<file path="config.mk">
export PLATFORM = sky130hd
export DESIGN_NAME = dfNode
export DESIGN_NICKNAME = d
export VERILOG_FILES = /design/src/rtl/dfNodePkg.sv /design/src/rtl/dfNodeCtrl.sv /design/src/rtl/dfNodeDp.sv /design/src/rtl/dfNode.sv
export SDC_FILE = /design/constraint.sdc
export NUM_CORES = 1
export LEC_CHECK = 0
export ABC_CLOCK_PERIOD_IN_PS = 3900
export BUFFER_PORTS_ARGS = -buffer_cell sky130_fd_sc_hd__buf_2
export CAP_MARGIN = 30
export CORE_MARGIN = 2
export CORE_UTILIZATION = 25
export DETAILED_ROUTE_END_ITERATION = 10
export HOLD_SLACK_MARGIN = 0.12
export MAX_ROUTING_LAYER = met4
export PLACE_DENSITY = 0.37
export SETUP_SLACK_MARGIN = 0.02
export SYNTH_ARGS = -nofsm -noshare
export SYNTH_HDL_FRONTEND = slang
export SYNTH_HIERARCHICAL = 1
export SYNTH_SLANG_ARGS = --single-unit
</file>
<file path="constraint.sdc">
create_clock -name clk -period 3.9 [get_ports clk]
set_input_delay 0.78 -clock clk [delete_from_list [all_inputs] [get_ports clk]]
set_output_delay 0.78 -clock clk [all_outputs]
set_load 0.05 [all_outputs]
</file>
<file path="src/rtl/dfNodePkg.sv">
package dfNodePkg;

  typedef enum logic [1:0] {
    TK_DATA = 2'b00,
    TK_EOS  = 2'b01,
    TK_SOF  = 2'b10,
    TK_USER = 2'b11
  } tok_e;

  typedef enum logic [1:0] {
    OP_PASS = 2'b00,
    OP_ADD  = 2'b01,
    OP_MUL  = 2'b10,
    OP_ACC  = 2'b11
  } op_e;

  typedef struct packed {
    logic load;    // capture result into output register
    logic accAdd;  // add port A into accumulator
    logic accClr;  // clear accumulator
    tok_e tok;     // merged token for this result
    logic err;     // token mismatch
  } strobes_t;

  function automatic logic isDual(op_e op);
    return (op == OP_ADD) || (op == OP_MUL);
  endfunction

endpackage

</file>
<file path="src/rtl/dfNodeCtrl.sv">
module dfNodeCtrl
  import dfNodePkg::*;
(
  input  logic     clk,
  input  logic     rstN,
  input  op_e      op,
  input  logic     aValid,
  input  tok_e     aTok,
  input  logic     bValid,
  input  tok_e     bTok,
  input  logic     outRdy,
  output logic     aRdy,
  output logic     bRdy,
  output logic     outValid,
  output strobes_t stb
);

  logic dual;
  logic fire;
  logic eosHit;
  tok_e mergedTok;
  logic mismatch;

  assign dual = isDual(op);
  assign fire = aValid && (!dual || bValid) && (!outValid || outRdy);
  assign aRdy = fire;
  assign bRdy = fire && dual;

  // Local token decode: end of stream wins on disagreement.
  always_comb begin
    mismatch  = dual && (aTok != bTok);
    mergedTok = aTok;
    if (dual && (bTok == TK_EOS)) mergedTok = TK_EOS;
  end

  assign eosHit = (mergedTok == TK_EOS);

  always_comb begin
    stb.tok    = mergedTok;
    stb.err    = mismatch;
    stb.accAdd = 1'b0;
    stb.accClr = 1'b0;
    if (op == OP_ACC) begin
      stb.load   = fire && eosHit;
      stb.accAdd = fire && !eosHit;
      stb.accClr = fire && eosHit;
    end else begin
      stb.load = fire;
    end
  end

  always_ff @(posedge clk or negedge rstN) begin
    if (!rstN)         outValid <= 1'b0;
    else if (stb.load) outValid <= 1'b1;
    else if (outRdy)   outValid <= 1'b0;
  end

endmodule

</file>
<file path="src/rtl/dfNodeDp.sv">
module dfNodeDp
  import dfNodePkg::*;
#(
  parameter int DATA_W = 16
) (
  input  logic              clk,
  input  logic              rstN,
  input  logic              cfgWe,
  input  op_e               cfgIn,
  output op_e               op,
  input  logic [DATA_W-1:0] aData,
  input  logic [DATA_W-1:0] bData,
  input  strobes_t          stb,
  output logic [DATA_W-1:0] outData,
  output tok_e              outTok,
  output logic              outErr
);

  logic [DATA_W-1:0] accQ;
  logic [DATA_W-1:0] result;

  always_ff @(posedge clk or negedge rstN) begin
    if (!rstN)      op <= OP_PASS;
    else if (cfgWe) op <= cfgIn;
  end

  always_comb begin
    case (op)
      OP_ADD:  result = aData + bData;
      OP_MUL:  result = aData * bData;
      OP_ACC:  result = accQ + aData;
      default: result = aData;
    endcase
  end

  always_ff @(posedge clk or negedge rstN) begin
    if (!rstN)           accQ <= '0;
    else if (stb.accClr) accQ <= '0;
    else if (stb.accAdd) accQ <= accQ + aData;
  end

  always_ff @(posedge clk or negedge rstN) begin
    if (!rstN) begin
      outData <= '0;
      outTok  <= TK_DATA;
      outErr  <= 1'b0;
    end else if (stb.load) begin
      outData <= result;
      outTok  <= stb.tok;
      outErr  <= stb.err;
    end
  end

endmodule

</file>
<file path="src/rtl/dfNode.sv">
module dfNode
  import dfNodePkg::*;
#(
  parameter int DATA_W = 16
) (
  input  logic              clk,
  input  logic              rstN,
  input  logic              cfgWe,
  input  logic [1:0]        cfgOp,
  input  logic              aValid,
  output logic              aRdy,
  input  logic [DATA_W-1:0] aData,
  input  logic [1:0]        aTok,
  input  logic              bValid,
  output logic              bRdy,
  input  logic [DATA_W-1:0] bData,
  input  logic [1:0]        bTok,
  output logic              outValid,
  input  logic              outRdy,
  output logic [DATA_W-1:0] outData,
  output logic [1:0]        outTok,
  output logic              outErr
);

  strobes_t stb;
  op_e      curOp;
  tok_e     outTokE;

  dfNodeCtrl u_ctrl (
    .clk     (clk),
    .rstN    (rstN),
    .op      (curOp),
    .aValid  (aValid),
    .aTok    (tok_e'(aTok)),
    .bValid  (bValid),
    .bTok    (tok_e'(bTok)),
    .outRdy  (outRdy),
    .aRdy    (aRdy),
    .bRdy    (bRdy),
    .outValid(outValid),
    .stb     (stb)
  );

  dfNodeDp #(.DATA_W(DATA_W)) u_dp (
    .clk    (clk),
    .rstN   (rstN),
    .cfgWe  (cfgWe),
    .cfgIn  (op_e'(cfgOp)),
    .op     (curOp),
    .aData  (aData),
    .bData  (bData),
    .stb    (stb),
    .outData(outData),
    .outTok (outTokE),
    .outErr (outErr)
  );

  assign outTok = outTokE;

endmodule

</file>
==> results by stage, run 1 <==
Power:
- The total leakage power is 4.52 nW.
- The cell area power density is 776 nW/um2.
- VDD sags by at most 0.450 mV.

Route:
- The average via count per standard cell is between 4 and 5.
- The wire length reported by the detailed router is 23600 um.
- The met2 wire length is 10900 um.
- The average wire length per cell after detail routing is 17.6 um.
- The highest layer touched by signal routing is met4.
- The first detailed-routing pass took 4 iterations.
- The count of routing violations after the opening detailed-route iteration is around 190.
- Summing over every cut layer, the via total after detailed routing is 5969.
- The total length of routed met3 wires is 494 um.
- After detailed routing, the number of remaining DRC violations is 0.
- The remaining antenna violation count is 0.
- The met1 wire length is around 12000 um.

Clock tree:
- The clock transition time at the flip-flop clock pins of the worst setup and hold paths is 0.06 ns.
- In this run the deepest clock path goes through 2 buffers.
- CTS saw 38 sinks.
- In this run, CTS created clock tree buffers numbering 5.
- The number of hold buffers added after CTS is 0.
- The CTS H-tree depth is 2.
- The master cell of the clock root buffer is sky130_fd_sc_hd__clkbuf_16.
- TritonCTS built the clock tree.
- Clock latency on the worst-skew pair, taken at its later pin, is 0.29 ns.

Placement:
- In this run the tool buffered the top-level ports with 65 buffer cells.
- At the end of routability-driven placement, the weighted congestion stood at about 0.83.
- The placement-stage worst setup slack is -2.15 ns.
- The detailed placement HPWL is 20200 um.
- Counting tap cells, the placed design contains a total of 1331 instances.
- The placed cell area is just over 9000 um2.

Synthesis:
- The cell area that synthesis handed to floorplanning was 7260 um2.
- Synthesis produced a netlist whose cell count is around 800.
- The cell taking the most area after synthesis is sky130_fd_sc_hd__fa_1.
- The part of the Yosys area used for sequential elements is 0.131.
- Of the post-synthesis cell area, the dominant cell type holds 0.223.
- The number of nets in the synthesized netlist is 1005.
- sky130_fd_sc_hd__inv_1 is the most common cell in the netlist.
- During synthesis, Yosys emitted a total of 6 warnings.
- Ranked by total cell area, the synthesized netlist is headed by sky130_fd_sc_hd__fa_1, sky130_fd_sc_hd__ha_1, sky130_fd_sc_hd__dfrtp_1, sky130_fd_sc_hd__inv_1, sky130_fd_sc_hd__xnor2_1.
- The synthesized area per cell is between 9 and 10 um2.
- The register bit total from synthesis is 38.
- In this run, synthesis inferred 0 flip-flops with an integrated enable.
- The commonest cells after synthesis are sky130_fd_sc_hd__inv_1, sky130_fd_sc_hd__ha_1, sky130_fd_sc_hd__nand2_1.
- The async set-or-reset flop fraction in the synthesized netlist is 1.00.
- The number of different library cells in the post-synthesis netlist is 62.
- In the synthesized netlist the dominant register cell turns out to be sky130_fd_sc_hd__dfrtp_1.

Run status:
- The checks that failed: setup timing.
- The run finished, with violations left.

Setup path:
- In this run the critical register-to-register path is captured at u_dp/outData[14]$_DFFE_PN0P_.
- The cell with the largest stage delay on the worst path is sky130_fd_sc_hd__fa_2.
- Data on the critical path arrives at its endpoint at 5.80 ns.
- The highest cell delay on the worst timing path is 0.57 ns.
- The kind of end point of the critical path is a flop.
- Measured in cells, the most critical reg-to-reg path has a length of 10.
- Along the worst path, the maximum fanout reaches 6.
- The cell occurring most often along the worst timing path is sky130_fd_sc_hd__fa_1.
- The setup path with the least slack is of type input pin to flop.
- The signal on the critical path passes through buf_8 > and2_4 > fa_1 > inv_1 > fa_1 > fa_1 > fa_1 > inv_1 > fa_1 > inv_2 > fa_2 > inv_2 > ha_4 > and2_4 > nand2_2 > a211oi_2 > nor2_1 > xnor2_1 > mux4_2 > mux2_4.
- The worst setup path is launched from an input pin.
- The internal reg-to-reg setup slack is 1.00 ns.
- In this design, the largest share of critical-path delay is due to adder cells.
- The startpoint identified for the worst register-to-register timing path is u_dp/accQ[0]$_DFFE_PN0P_.
- At the worst endpoint, the required time is between 4 and 5 ns.
- The total buffers and inverters traversed by the critical path is 5.

Timing:
- The final count of negative-setup-slack endpoints is 12.
- The tightest hold path in the finished design has a slack of 0.377 ns.
- The shortest period the worst path allows is 5.62 ns.
- The number of pins with negative max-slew slack in the final report is 0.
- Static timing analysis puts the maximum clock frequency at between 150 and 200 MHz.
- Once routing completed, OpenROAD measured the worst setup slack at -1.72 ns.
- After routing, the total negative slack on setup checks comes to -14.02 ns.
- The hold violation count in the final report is 0.
- The slew at the pin with the worst max-slew slack is 0.437 ns.
- The worst pin sits at a relative slew slack of 0.708.
- The final clock period utilization by the worst path is 1.44.
- The worst clock skew on the final layout is 0.00775 ns.
- Setup repair after global routing could not meet its margin everywhere.

Cells and area:
- The area added between synthesis and finish is 33.7%.
- The filler cells instantiated in the layout total 2994.
- 0 antenna diodes ended up in the layout.
- The share of cells above drive strength 1 is 0.333.
- For this run, the number of standard cells in the final layout without fillers is 1343.
- The finished cells cover ~9700 um2.
- At the end of the flow, the number of nets in the layout was ~1200.

Worst hold path:
- The tightest min-delay check is of the input pin to asynchronous set/reset pin type.

Die:
- The area enclosed by the die boundary is 30400 um2.
- The die extent in x is 174 um.
- After floorplanning, the core was divided into 62 placement rows.
- The number of I/O pins is 66.
- The core outline area is 28600 um2.
- From bottom edge to top edge, the die measures approximately 170 um.
- The initial utilization of the core area, before any placement, comes to 0.254.

GRT:
- Entering global routing, the biggest net connects 34 pins.
- The remaining global-route overflow is 0.
- Across every metal layer, demand over resource in global routing totals 0.168.
- The first global-routing pass estimated 38400 um of wire.
- The initial antenna violation count is 0.
- The number of global-route vias before repair is 6663.

Run:
- The number of maximum-capacitance violations is 0.
sequential cells by signal (all words and copies together) (netlist names):
name	flops
u_ctrl/outValid	1
u_dp/op	2
u_dp/outErr	1
u_dp/outTok	2
u_dp/accQ	16
u_dp/outData	16
placed cells by master, fill, tap and decap left out, types with 7 or more instances in the layout:
cell type / count
sky130_fd_sc_hd__inv_1: 112
sky130_fd_sc_hd__buf_4: 96
sky130_fd_sc_hd__nand2_1: 76
sky130_fd_sc_hd__fa_1: 74
sky130_fd_sc_hd__ha_1: 56
sky130_fd_sc_hd__and2_1: 52
sky130_fd_sc_hd__buf_2: 49
sky130_fd_sc_hd__xnor2_1: 48
sky130_fd_sc_hd__dfrtp_1: 38
sky130_fd_sc_hd__a21oi_1: 29
sky130_fd_sc_hd__nor2_1: 27
sky130_fd_sc_hd__buf_6: 22
sky130_fd_sc_hd__ha_4: 21
sky130_fd_sc_hd__inv_2: 16
sky130_fd_sc_hd__mux2i_1: 16
sky130_fd_sc_hd__and2_4: 14
sky130_fd_sc_hd__xor2_1: 14
sky130_fd_sc_hd__mux4_2: 11
sky130_fd_sc_hd__o21ai_0: 10
sky130_fd_sc_hd__a21o_1: 10
sky130_fd_sc_hd__nand2b_1: 9
sky130_fd_sc_hd__mux2_2: 9
sky130_fd_sc_hd__mux2_4: 8
sky130_fd_sc_hd__fa_2: 7
worst reg2reg max path, delay by kind of cell (launching register included):
kind | cells | cell delay [ns]
AOI/OAI and AO/OA | 6 | 1.21
DFF | 1 | 0.38
and+or+nand+nor | 2 | 0.61
adders and majority gates | 2 | 0.64
power breakdown:
part           switching (mW)  internal, mW
clock                   0.173         0.234
sequential             0.0979         0.575
combinational            3.33          3.12
total                    3.60          3.93
layout make-up:
type,count,area [um2],area share
clock buffer,6,129,0.0133
clock inverter,1,7.51,0.000773
inverter,129,487,0.0501
multi-input combinational,606,6250,0.643
sequential,38,951,0.0979
tap,384,480,0.0495
timing repair buffer,179,1410,0.145
worst max-delay path by stage:
stage / startpoint / to / slack, ns / cells after the start
floorplan: bData[4] / u_dp/outData[13]$_DFFE_PN0P_ / -1.81 / 20
global placement: bData[5] / u_dp/outData[13]$_DFFE_PN0P_ / -2.09 / 21
detailed placement: aData[5] / u_dp/outData[13]$_DFFE_PN0P_ / -2.15 / 21
CTS: bData[4] / u_dp/outData[13]$_DFFE_PN0P_ / -1.79 / 20
global route: aData[7] / u_dp/outData[13]$_DFFE_PN0P_ / -1.92 / 20
finish: bData[4] / u_dp/outData[13]$_DFFE_PN0P_ / -1.72 / 20
layer usage:
layer	vias up	GRT usage
met1	2969	0.238
met5	-	-
met3	7	0.00612
met2	80	0.275
met4	0	0.0242
li1	2913	-
what timing repair did:
item,in CTS,in global routing
endpoints found under the setup margin,12,12
cloned,0,0
gates resized for setup,75,31
pin swaps,45,31
setup buffers,5,1
metrics by stage:
step / util / total power, mW
2_1_floorplan: - / 4.68
3_3_place_gp: 0.317 / 6.56
3_5_place_dp: 0.318 / 6.52
4_1_cts: 0.334 / 7.39
5_1_grt: 0.339 / 8.29
6_report: 0.339 / 7.53
logic make-up (layout without fill, tap and decap cells):
logic type,Yosys count,in the layout,synth area share
DFF,38,38,0.131
adders and majority gates,163,163,0.365
muxes,44,44,0.0825
and+or+nand+nor,229,229,0.164
buffers and inverters,154,315,0.0801
xor gates and xnor gates,65,65,0.0803
AOI/OAI and AO/OA,105,105,0.0979
Note: power is estimated with default switching activity, not from simulation.
==> run 2: changes to the inputs <==
- ABC_AREA: default -> 1
==> results by stage, run 2 <==
Setup path:
- The maximum fanout encountered on the critical timing path came to 5 (-1).
- The critical path data arrival time was 5.60 ns (-0.20 ns).
- The category of the critical setup timing path is input pin to flop.
- The required time of the worst setup path came to 4.08 ns (about the same).
- The critical path startpoint category is an input pin.
- The kind of end point of the critical path is a flop.

Synthesis:
- The synthesized area per cell is 6.84 um2 (-25%).
- The number of enable flip-flop cells after synthesis is 0 (unchanged).
- The number of cells produced by synthesis is 1134 (+42%).
- The total standard cell area after synthesis is 7750 um2 (+6.8%).
- The number of nets in the synthesized netlist is 1341 (+33%).
- The area fraction in compound gates after synthesis came to 0.105 (+0.00685).
- The adder and majority cell fraction of the synthesized area is 0.341 (-0.0232).
- The synthesized design spends more area on one cell type than any other, namely sky130_fd_sc_hd__fa_1.
- The async set-or-reset flop fraction in the synthesized netlist came to 1.00 (unchanged).
- The area share of and/or/nand/nor cells after synthesis is 0.264 (+0.100).
- Ranked by total cell area, the synthesized netlist is headed by sky130_fd_sc_hd__fa_1, sky130_fd_sc_hd__nand2_1, sky130_fd_sc_hd__ha_1, sky130_fd_sc_hd__inv_1, sky130_fd_sc_hd__dfrtp_1.
- The fraction of synthesized cell area in xor and xnor cells is 0.0226 (-0.0577).
- In the synthesized netlist the dominant register cell turns out to be sky130_fd_sc_hd__dfrtp_1.
- The part of the Yosys area used for sequential elements is 0.123 (-0.00832).
- The number of synthesis warnings is 6 (unchanged).
- The proportion of netlist area held by the largest area contributor is 0.209 (-0.0142).
- The commonest cells after synthesis are sky130_fd_sc_hd__nand2_1, sky130_fd_sc_hd__inv_1, sky130_fd_sc_hd__ha_1.
- The leading cell type by number of instances after synthesis is sky130_fd_sc_hd__nand2_1.
- The mux cell area share after synthesis was 0 (-0.0825).
- The register bit total from synthesis was 38 (unchanged).
- The combinational family with the most area after synthesis is adder cells.
- The number of different library cells in the post-synthesis netlist came to 48 (-23%).

Clock tree:
- The clock transition time at the flip-flop clock pins of the worst setup and hold paths is 0.06 ns (about the same).
- The number of hold buffers added after CTS came to 0 (unchanged).
- The clock net sink count came to 38 (unchanged).
- The master cell of the clock root buffer is sky130_fd_sc_hd__clkbuf_16.
- The worst-case clock buffer depth is 2 (unchanged).
- The CTS H-tree depth is 2 (unchanged).
- The total CTS buffers is 5 (unchanged).
- TritonCTS built the clock tree.
- The clock insertion delay at the later pin of the skew report was 0.29 ns (about the same).

Placement:
- The detailed placement HPWL is 23900 um (+18%).
- The total placed cells including tap cells is 1675 (+26%).
- The routability-driven placement congestion ratio is 0.930 (+12%).
- The count of buffers inserted at the top-level ports is 65 (unchanged).
- The placement-stage worst setup slack was -1.96 ns (+0.189 ns).

Timing:
- The worst clock skew on the final layout is 0.00439 ns (-0.00337 ns).
- The worst max-slew margin expressed relative to the limit is 0.500 (-0.208).
- The final clock period utilization by the worst path is 1.39 (-0.0532).
- Setup repair after global routing could not meet its margin everywhere.
- The upper clock frequency limit is 185 MHz (+3.8%).
- The shortest period the worst path allows was 5.42 ns (-0.207 ns).
- The hold violation count in the final report is 0 (unchanged).
- The smallest setup slack after layout is -1.52 ns (+0.207 ns).
- The slew at the pin with the worst max-slew slack is 0.747 ns (+0.310 ns).
- The number of pins with negative max-slew slack in the final report is 0 (unchanged).
- The final count of negative-setup-slack endpoints is 11 (-1).
- The post-route setup TNS is -11.56 ns (+2.46 ns).

Route:
- The number of optimization iterations in the first detailed-route pass is 5 (+1).
- The remaining antenna violation count was 0 (unchanged).
- The wire length reported by the detailed router is 27800 um (+18%).
- The total DRC errors in the routed layout came to 0 (unchanged).
- The average via count per standard cell is 4.49 (+0.97%).
- The number of vias after detailed routing is 7602 (+27%).
- The average wire length per cell after detail routing is 16.4 um (-6.8%).
- The count of routing violations after the opening detailed-route iteration is 332 (+78%).

Cells and area:
- The share of cells above drive strength 1 is 0.243 (-0.0898).
- The final layout net count is 1503 (+29%).
- The library cell used most frequently in the layout, excluding fill and tap cells, is sky130_fd_sc_hd__nand2_1.
- The area growth from synthesis to layout is 31.4%.
- The top cell types in the final layout, fill and taps aside, are sky130_fd_sc_hd__nand2_1, sky130_fd_sc_hd__inv_1, sky130_fd_sc_hd__buf_4, sky130_fd_sc_hd__fa_1, sky130_fd_sc_hd__ha_1.
- The count of placed standard cells in the final layout, fillers left out was 1694 (+26%).
- The largest registers in the layout are u_dp/accQ: 16 flops, u_dp/outData: 16 flops.

Power:
- The total leakage power came to 5.70 nW (+26%).
- The post-route total power is 7.47 mW (-0.78%).
- The maximum resistive drop on vdd is 0.441 mV (-2.1%).
- The cell area power density is 733 nW/um2 (-5.5%).

Die:
- The area enclosed by the die boundary is 32400 um2 (+6.6%).
- The die extent in y was 180 um (+3.3%).
- The site row count was 64 (+3.2%).
- The core outline area is 30600 um2 (+6.9%).
- The die extent in x is 180 um (+3.3%).
- The initial standard-cell utilization of the core is 0.254 (about the same).
- The number of I/O pins is 66 (unchanged).

GRT:
- The number of global-route vias before repair came to 7980 (+20%).
- The pin count of the biggest net entering global routing came to 39 (+15%).
- The initial antenna violation count is 1 (+1).
- The aggregate global-route resource usage is 0.181 (+0.0123).
- The wire length of the first global-routing pass is 44500 um (+16%).
- The remaining global-route overflow is 0 (unchanged).

Run status:
- The run finished, with violations left.
- The checks that failed: setup timing.

Run:
- The number of maximum-capacitance violations is 0 (unchanged).

Worst hold path:
- The path type of the worst min-delay path is input pin to asynchronous set/reset pin.
-- run 2: timing repair --
item / 4_1_cts / 5_1_grt
resized for setup: 90 / 52
endpoints found under the setup margin: 12 / 12
buffers inserted: 7 / 2
pin swaps: 46 / 51
-- run 2: layout make-up --
class | count | area [um2]
inverters | 260 | 978
flip-flops and latches | 38 | 951
well taps | 396 | 495
repair buffers | 186 | 1470
multi-input cells | 805 | 6150
clock buffers | 7 | 143
diodes | 1 | 2.50
fillers | 3422 | 20400
clock inverters | 1 | 5.00
-- run 2: metrics by stage --
step | hold WS [ns] | area, um2 | util
after floorplan | 0.453 | 8070 | -
after global routing | 0.376 | 10200 | 0.333
after global placement | 0.460 | 9450 | 0.309
final | 0.361 | 10200 | 0.333
after CTS | 0.485 | 9990 | 0.326
after detailed placement | 0.461 | 9450 | 0.309
-- run 2: final timing paths --
check / from / slack [ns] / end / cells past startpoint
setup / recovery: aData[6] / -1.52 / u_dp/outData[15]$_DFFE_PN0P_ / 26
min in group clk: u_dp/outErr$_DFFE_PN0P_ / 0.48 / u_dp/outErr$_DFFE_PN0P_ / 2
max in group asynchronous: rstN / 3.08 / u_dp/outData[2]$_DFFE_PN0P_ / 2
setup reg to reg: u_dp/accQ[0]$_DFFE_PN0P_ / 1.49 / u_dp/outData[14]$_DFFE_PN0P_ / 13
hold / removal: rstN / 0.36 / u_dp/outErr$_DFFE_PN0P_ / 1
hold reg to reg: u_dp/outErr$_DFFE_PN0P_ / 0.48 / u_dp/outErr$_DFFE_PN0P_ / 2
-- run 2: cell families (layout without fill, tap and decap cells) --
kind of cell    after synthesis  after routing
flops                        38             38
other cells                   0              1
xor+xnor                     20             20
compound gates              139            139
fa+ha+maj                   163            163
buf+inv                     291            454
simple gates                483            483
-- run 2: critical path: stages --
cell	delay, ns
sky130_fd_sc_hd__buf_12	0.12
sky130_fd_sc_hd__ha_4	0.16
sky130_fd_sc_hd__fa_1	0.53
sky130_fd_sc_hd__inv_1	0.05
sky130_fd_sc_hd__fa_1	0.51
sky130_fd_sc_hd__inv_2	0.04
sky130_fd_sc_hd__fa_1	0.49
sky130_fd_sc_hd__fa_1	0.51
sky130_fd_sc_hd__fa_1	0.51
sky130_fd_sc_hd__inv_2	0.04
sky130_fd_sc_hd__fa_1	0.56
sky130_fd_sc_hd__inv_2	0.06
sky130_fd_sc_hd__ha_4	0.30
sky130_fd_sc_hd__nand2_4	0.06
sky130_fd_sc_hd__nor2_4	0.10
sky130_fd_sc_hd__nand3_2	0.08
sky130_fd_sc_hd__nand3_2	0.11
sky130_fd_sc_hd__nand2_2	0.06
sky130_fd_sc_hd__nand2_2	0.08
sky130_fd_sc_hd__a21oi_4	0.07
sky130_fd_sc_hd__inv_1	0.07
sky130_fd_sc_hd__nand3_2	0.06
sky130_fd_sc_hd__nand3_2	0.08
sky130_fd_sc_hd__nand3_2	0.06
sky130_fd_sc_hd__nand2_2	0.05
sky130_fd_sc_hd__nand2_1	0.04
-- run 2: where the power goes --
group,total (mW),internal (mW),switching (mW)
combinational,6.40,2.72,3.68
clock,0.425,0.254,0.171
sequential,0.650,0.555,0.0952
total,7.47,3.53,3.95
-- run 2: per-layer routing --
metal	global-route usage	wire, um
met2	0.305	13300
met3	0.00950	681
met5	-	0
met4	0.0345	399
met1	0.242	13400
